<file path="src/rtl/fifo_entry_pkg.sv">
package fifo_entry_pkg;
  typedef enum logic [1:0] {
    ACT_HOLD,
    ACT_LOAD,
    ACT_INIT,
    ACT_SHIFT
  } chain_act_e;
endpackage

</file>
<file path="src/rtl/fifo_entry_sclk.sv">
module fifo_entry_sclk #(
  parameter int SYNC_STAGES = 2
) (
  input  logic clk_i,
  input  logic rst_ni,
  input  logic ser_clk_i,
  input  logic ser_d_i,
  output logic fall_o,
  output logic bit_o
);
  logic [1:0] stg_q [SYNC_STAGES];
  logic       prev_q;

  for (genvar g = 0; g < SYNC_STAGES; g++) begin : g_stg
    if (g == 0) begin : g_first
      always_ff @(posedge clk_i or negedge rst_ni)
        if (!rst_ni) stg_q[g] <= '0;
        else         stg_q[g] <= {ser_clk_i, ser_d_i};
    end else begin : g_next
      always_ff @(posedge clk_i or negedge rst_ni)
        if (!rst_ni) stg_q[g] <= '0;
        else         stg_q[g] <= stg_q[g-1];
    end
  end

  always_ff @(posedge clk_i or negedge rst_ni)
    if (!rst_ni) prev_q <= 1'b0;
    else         prev_q <= stg_q[SYNC_STAGES-1][1];

  assign fall_o = prev_q & ~stg_q[SYNC_STAGES-1][1];
  assign bit_o  = stg_q[SYNC_STAGES-1][0];
endmodule

</file>
<file path="src/rtl/fifo_entry_ctrl.sv">
module fifo_entry_ctrl
  import fifo_entry_pkg::*;
(
  input  logic       clk_i,
  input  logic       rst_ni,
  input  logic       load_i,
  input  logic       ser_en_ni,
  input  logic       xfer_ni,
  input  logic       push_ready_i,
  input  logic       full_i,
  input  logic       fall_i,
  output logic       push_o,
  output chain_act_e act_o
);
  logic armed_q, master_q, req_q;
  logic take, do_init;

  assign take    = full_i & ~xfer_ni & ~req_q & push_ready_i;
  assign do_init = req_q & ~load_i & (master_q | ~ser_en_ni);
  assign push_o  = take;

  always_comb begin
    if (load_i)                             act_o = ACT_LOAD;
    else if (do_init)                       act_o = ACT_INIT;
    else if (fall_i && !ser_en_ni && !full_i) act_o = ACT_SHIFT;
    else                                    act_o = ACT_HOLD;
  end

  // role sampled once, at the first clock after reset release
  always_ff @(posedge clk_i or negedge rst_ni)
    if (!rst_ni) begin
      armed_q  <= 1'b0;
      master_q <= 1'b0;
    end else if (!armed_q) begin
      armed_q  <= 1'b1;
      master_q <= ~ser_en_ni;
    end

  always_ff @(posedge clk_i or negedge rst_ni)
    if (!rst_ni)      req_q <= 1'b0;
    else if (take)    req_q <= 1'b1;
    else if (do_init) req_q <= 1'b0;
endmodule

</file>
<file path="src/rtl/fifo_entry_chain.sv">
module fifo_entry_chain
  import fifo_entry_pkg::*;
#(
  parameter int WIDTH = 4
) (
  input  logic             clk_i,
  input  logic             rst_ni,
  input  chain_act_e       act_i,
  input  logic [WIDTH-1:0] data_i,
  input  logic             bit_i,
  output logic             full_o,
  output logic [WIDTH-1:0] word_o
);
  localparam int CHAIN = WIDTH + 1;
  localparam logic [CHAIN-1:0] INIT_VEC = {1'b1, {WIDTH{1'b0}}};

  // [0] is the full marker stage, [WIDTH:1] hold the word
  logic [CHAIN-1:0] chain_q;

  always_ff @(posedge clk_i or negedge rst_ni)
    if (!rst_ni) chain_q <= INIT_VEC;
    else begin
      unique case (act_i)
        ACT_LOAD:  chain_q <= {data_i, 1'b1};
        ACT_INIT:  chain_q <= INIT_VEC;
        ACT_SHIFT: chain_q <= {bit_i, chain_q[CHAIN-1:1]};
        default:   chain_q <= chain_q;
      endcase
    end

  assign full_o = chain_q[0];
  assign word_o = chain_q[CHAIN-1:1];
endmodule

</file>
<file path="src/rtl/fifo_entry_reg.sv">
module fifo_entry_reg
  import fifo_entry_pkg::*;
#(
  parameter int WIDTH       = 4,
  parameter int SYNC_STAGES = 2
) (
  input  logic             clk_i,
  input  logic             rst_ni,
  input  logic             load_i,
  input  logic [WIDTH-1:0] data_i,
  input  logic             ser_clk_i,
  input  logic             ser_d_i,
  input  logic             ser_en_ni,
  input  logic             xfer_ni,
  input  logic             push_ready_i,
  output logic             push_o,
  output logic [WIDTH-1:0] push_data_o,
  output logic             full_no
);
  logic       fall, sbit, full;
  chain_act_e act;

  fifo_entry_sclk #(.SYNC_STAGES(SYNC_STAGES)) u_sclk (
    .clk_i(clk_i), .rst_ni(rst_ni), .ser_clk_i(ser_clk_i), .ser_d_i(ser_d_i),
    .fall_o(fall), .bit_o(sbit)
  );

  fifo_entry_ctrl u_ctrl (
    .clk_i(clk_i), .rst_ni(rst_ni), .load_i(load_i), .ser_en_ni(ser_en_ni),
    .xfer_ni(xfer_ni), .push_ready_i(push_ready_i), .full_i(full),
    .fall_i(fall), .push_o(push_o), .act_o(act)
  );

  fifo_entry_chain #(.WIDTH(WIDTH)) u_chain (
    .clk_i(clk_i), .rst_ni(rst_ni), .act_i(act), .data_i(data_i),
    .bit_i(sbit), .full_o(full), .word_o(push_data_o)
  );

  assign full_no = ~full;
endmodule

</file>
<file path="config.mk">
export PLATFORM = sky130hd
export DESIGN_NAME = fifo_entry_reg
export DESIGN_NICKNAME = d
export VERILOG_FILES = /design/src/rtl/fifo_entry_pkg.sv /design/src/rtl/fifo_entry_sclk.sv /design/src/rtl/fifo_entry_ctrl.sv /design/src/rtl/fifo_entry_chain.sv /design/src/rtl/fifo_entry_reg.sv
export SDC_FILE = /design/constraint.sdc
export NUM_CORES = 1
export LEC_CHECK = 0
export BUFFER_PORTS_ARGS = -buffer_cell sky130_fd_sc_hd__buf_2
export CORE_AREA = 2 2 39 41
export CTS_CLUSTER_SIZE = 30
export DETAILED_ROUTE_END_ITERATION = 16
export DIE_AREA = 0 0 41 43
export GPL_TIMING_DRIVEN = 1
export MAX_ROUTING_LAYER = met4
export PLACE_DENSITY_LB_ADDON = 0.08
export SKIP_CTS_REPAIR_TIMING = 1
export SLEW_MARGIN = 30
export SYNTH_ARGS = -nofsm -noshare
export SYNTH_HDL_FRONTEND = slang
export SYNTH_SLANG_ARGS = --single-unit
</file>
<file path="constraint.sdc">
create_clock -name clk_i -period 2.2 [get_ports clk_i]
set_clock_uncertainty 0.2 [all_clocks]
set_input_delay 0.22 -clock clk_i [delete_from_list [all_inputs] [get_ports clk_i]]
set_output_delay 0.22 -clock clk_i [all_outputs]
set_load 0.005 [all_outputs]
</file>
### After elaboration in Yosys (flattened, before gate mapping)

Index checks and enable logic that the tools add are counted.

| storage, ports and cells | value |
|---|---|
| bits in registers | 13 |
| input bits | 12 |
| output and inout port bits | 6 |
| word-level logic and storage cells | 35 |

| operators by class | value |
|---|---|
| equal/unequal tests | 3 |
| mux-type cells | 6 |
| bitwise logic cells | 13 |
| reductions and logical operators | 6 |

Operator list:

| cell | count |
|---|---|
| one-hot mux 5 bit (3 select lines) | 1 |
| AND 1 bit | 6 |
| 2-to-1 mux 2 bit | 3 |
| inverter 1 bit | 6 |
| == test 2 bit (second input constant) | 2 |
| nonzero test 3 bit | 1 |
| == test 2 x 1 -> 1 bit (second input constant) | 1 |
| logical AND 1 bit | 2 |
| zero test 1 bit | 2 |
| 2-to-1 mux 1 bit | 2 |
| nonzero test 2 bit | 1 |
| bitwise OR 1 bit | 1 |

### Longest topological paths before layout

| logic depth | value |
|---|---|
| depth after elaboration | 9 |
| mapped depth | 3 |
| gate-level depth less buffers | 3 |

### Cells and area by module

A second synthesis with hierarchy kept.

| unflattened totals | value |
|---|---|
| cell total of the unflattened synthesis | 44 |
| area, all modules | 540.5 um^2 |

Modules (own cells, without submodules):

| module | times used | cells an instance | area each (um^2) | seq. area each (um^2) |
|---|---|---|---|---|
| fifo_entry_chain | 1 | 22 | 241.5 | 126.4 |
| fifo_entry_ctrl | 1 | 15 | 156.4 | 75.1 |
| fifo_entry_sclk | 1 | 6 | 138.9 | 125.1 |
| fifo_entry_reg | 1 | 1 | 3.8 | 0.0 |

### Least setup slack after synthesis

OpenSTA, ideal clock, no wires.

| timing | value |
|---|---|
| path kind | flip-flop to flip-flop |
| from | reg u_chain.chain_q[0] |
| to | reg u_chain.chain_q[4] |
| library setup time | 0.082 ns |
| arrival time | 1.363 ns |
| data required time | 1.918 ns |
| path slack | 0.556 ns |
| cell stages (with the launch flop) | 4 |
| path buffers | 0 |
| period minus slack after synthesis | 1.644 ns |
| cell sequence | dfrtp_1 -> nor4b_4 -> mux2_4 -> o31a_1 |

| between the ends | value |
|---|---|
| longest elaborated chain between the ends | 7 |
| elaborated cells between the ends (all ways) | 10 |
| classes of those cells | eq/ne: 3; mux: 4; reduce/logical: 3 |

Ends and longest elaborated chain:

| element | line | text |
|---|---|---|
| start: declaration | fifo_entry_chain.sv:18 | `logic [CHAIN-1:0] chain_q;` |
| start signal: assignment | fifo_entry_chain.sv:24 | `ACT_LOAD: chain_q <= {data_i, 1'b1};` |
| start signal: assignment | fifo_entry_chain.sv:26 | `ACT_SHIFT: chain_q <= {bit_i, chain_q[CHAIN-1:1]};` |
| start signal: assignment | fifo_entry_chain.sv:27 | `default: chain_q <= chain_q;` |
| zero test 1 bit * | fifo_entry_ctrl.sv:25 | `else if (fall_i && !ser_en_ni && !full_i) act_o = ACT_SHIFT;` |
| logical AND 1 bit * | fifo_entry_ctrl.sv:25 |  |
| 2-to-1 mux 2 bit * | fifo_entry_ctrl.sv:25 |  |
| 2-to-1 mux 2 bit * | fifo_entry_ctrl.sv:24 | `else if (do_init) act_o = ACT_INIT;` |
| 2-to-1 mux 2 bit * | fifo_entry_ctrl.sv:23 | `if (load_i) act_o = ACT_LOAD;` |
| == test 2 bit or == test 2 x 1 -> 1 bit (tied branches) | fifo_entry_chain.sv:23 | `unique case (act_i)` |
| one-hot mux 5 bit (3 select lines) or nonzero test 3 bit (tied branches) | - |  |

Every way passes the cells marked *; elsewhere a longest branch is shown, timed or not.
A chain may end at the register's enable or synchronous reset.

### Worst setup path after layout

| timing | value |
|---|---|
| from | in ser_en_ni |
| to | reg u_chain.chain_q[4] |

| between the ends | value |
|---|---|
| longest elaborated chain between the ends | 8 |
| elaborated cells between the ends (all ways) | 14 |
| classes of those cells | eq/ne: 3; mux: 4; bitwise: 3; reduce/logical: 4 |

Ends and longest elaborated chain:

| element | line | text |
|---|---|---|
| start: declaration | fifo_entry_reg.sv:13 | `input logic ser_en_ni,` |
| zero test 1 bit | fifo_entry_ctrl.sv:25 |  |
| logical AND 1 bit (2 in a row) | fifo_entry_ctrl.sv:25 |  |
| 2-to-1 mux 2 bit | fifo_entry_ctrl.sv:25 |  |
| 2-to-1 mux 2 bit * | fifo_entry_ctrl.sv:24 |  |
| 2-to-1 mux 2 bit * | fifo_entry_ctrl.sv:23 |  |
| == test 2 bit or == test 2 x 1 -> 1 bit (tied branches) | fifo_entry_chain.sv:23 |  |
| one-hot mux 5 bit (3 select lines) or nonzero test 3 bit (tied branches) | - |  |

Marked as above.

==> summary.txt <==
STA
  – Setup violators final: 0
  – Final Hold Fails: 0
  – Unrepaired setup endpoints after global routing: no
  – Crit path time final: 1.93 ns
  – Hold Slack: 0.0435 ns
  – Setup TNS: 0 ns
  – FMAX: 517 MHz
  – Fin crit share: 87.9%
  – Count of pins over their slew limit: 0

Global routing
  – Total global routing overflow: 0
  – Vias in the first global route: 313
  – First-pass GRT wire length: 1330 um
  – Total track usage: 11.9%
  – Pin count of the biggest net entering global routing: 14
  – Initial antenna violation count: 0

Yosys
  – Synthesized flop and latch total: 13
  – Mapped Area: 524 um^2
  – Sequential element share of the synthesized area: 62.3%
  – Syn Area/Cell: 13.8 um^2
  – Cells after Synth: 38
  – Post-synth cell types: 17
  – Total nets after synthesis: 50
  – Syn. warnings: 0

Detailed routing
  – Remaining antenna violation count: 0
  – DRT iter0 DRCs: 3
  – WL final: 921 um
  – Avg WL per Cell: 11.4 um
  – DRC: 0
  – Via count: 365
  – Via density: 4.51
  – First-pass DRT Iterations: 2

Die
  – # IOs: 18
  – Total core area: 1380 um^2
  – Die footprint: 1760 um^2
  – Height of the die: 43 um
  – Initial core utilization: 37.9%
  – Site Rows: 14
  – Die X: 41 um

Clocking
  – CTS buffer count: 3
  – # H-tree levels: 1
  – Root Driver: clkbuf_4
  – Clock-pin slew of the registers on the worst-case setup and hold paths: 0.08 ns
  – CTS tree: yes
  – Max clock buf depth: 2
  – Skew-Pair Late Insertion Delay: 0.27 ns
  – CTS Sinks: 13

Outcome
  – Outcome: finished, final reports clean

Critical path
  – WP data arrival: 1.94 ns
  – Critical Path Fanout Max: 5
  – Kind of critical path: in -> reg
  – WP data required: 2.20 ns
  – Worst setup EP type: flop
  – Startpoint types: primary input

Finish
  – Area occupied by multi-input gates: 190 um^2
  – Seq. cell area: 327 um^2
  – Fill cell count: 128
  – Share of layout cells above drive strength 1: 40.0%
  – Number of inserted diodes: 0
  – Post-route design area: 722 um^2
  – Synth-to-layout area growth: 37.7%
  – Commonest non-fill, non-tap cell in the layout: buf_2
  – Most frequent cells in the layout: 17 x buf_2, 12 x dfrtp_1, 7 x dlygate4sd3_1
  – Final #Nets: 78

Placed design
  – DP Wirelength: 641 um
  – Global placer's final weighted congestion: 0.678
  – Area after DPL: 626 um^2
  – Port Buffers: 17

Pwr
  – Power Dens Cells: 696 nW/um^2
  – Peak supply drop: 352 uV
  – Leak Pwr: 0.341 nW

Run
  – Max_cap viols: 0

Min path
  – HP Class: in -> reg
## path summary, 6_finish.rpt
| check | slack [ns] | depth (start not counted) | startpoint | to |
|---|---|---|---|---|
| max | 0.27 | 5 | ser_en_ni | u_chain.chain_q[4] |
| min | 0.04 | 3 | xfer_ni | u_ctrl.req_q |
| max reg2reg | 0.46 | 3 | u_chain.chain_q[0] | u_chain.chain_q[4] |
| min reg2reg | 0.16 | 0 | u_sclk.stg_q[2] | u_sclk.bit_o |
| max in group asynchronous | 1.37 | 2 | rst_ni | u_chain.chain_q[4] |
| min in group asynchronous | 0.15 | 2 | rst_ni | u_chain.chain_q[1] |
## state kept, by name (all words and copies together), names as in the netlist
name / count
u_chain.chain_q: 5
u_ctrl.armed_q: 1
u_ctrl.master_q: 1
u_ctrl.req_q: 1
u_sclk.bit_o: 1
u_sclk.prev_q: 1
u_sclk.stg_q: 3
## cells in the mapped netlist
| cell type | n | area [um^2] |
|---|---|---|
| dfrtp_1 | 12 | 300 |
| nand2_1 | 4 | 15.0 |
| mux2i_1 | 3 | 30.0 |
| o31ai_2 | 3 | 37.5 |
| nand2b_1 | 2 | 12.5 |
| nor2b_1 | 2 | 12.5 |
| o21ai_0 | 2 | 10.0 |
| a21oi_1 | 1 | 5.00 |
| clkbuf_1 | 1 | 3.75 |
| conb_1 | 1 | 3.75 |
| dfstp_2 | 1 | 26.3 |
| inv_1 | 1 | 3.75 |
| mux2_4 | 1 | 15.0 |
| nor4b_1 | 1 | 8.76 |
| nor4b_4 | 1 | 23.8 |
| o21bai_1 | 1 | 7.51 |
| o31a_1 | 1 | 8.76 |
## area by class of cell
type | count | area share [%]
flip-flops and latches | 13 | 45.2
multi-input cells | 23 | 26.3
inverters | 1 | 0.520
well taps | 16 | 2.77
clock buffers | 4 | 3.64
repair buffers | 24 | 21.5
## power by group
part           leakage, nW  total [mW]  internal [mW]  switching (mW)
clock               0.0150       0.140         0.0701          0.0699
sequential           0.152       0.279          0.263          0.0165
combinational        0.174      0.0837         0.0453          0.0384
total                0.341       0.503          0.378           0.125
## stage by stage
stage / setup WS (ns) / std cells / utilization [%] / power (mW)
floorplan: 0.556 / 38 / - / 0.322
global placement: 0.512 / 70 / 45.2 / 0.356
global route: 0.240 / 81 / 52.2 / 0.533
finish: 0.266 / 81 / 52.2 / 0.503
CTS: 0.455 / 74 / 47.1 / 0.504
detailed placement: 0.485 / 70 / 45.2 / 0.358
## cell families after synthesis
family | share of synthesized area, %
buf+inv | 1.43
flops | 62.3
mux | 8.59
compound gates | 13.1
simple gates | 13.8
other cells | 0.715
## critical path: stages
cell	delay, ns
dlygate4sd3_1	0.53
buf_2	0.14
nor4b_4	0.47
mux2_4	0.34
o31a_1	0.24
## routing by layer
metal | global-route usage (%) | share of wire (%) | vias up
li1 | - | - | 185
met1 | 14.6 | 49 | 171
met2 | 15.6 | 46 | 9
met3 | 3.14 | 4.9 | 0
met4 | 10.0 | 0 | 0
met5 | - | 0 | -
(Power assumes the default switching activity.)
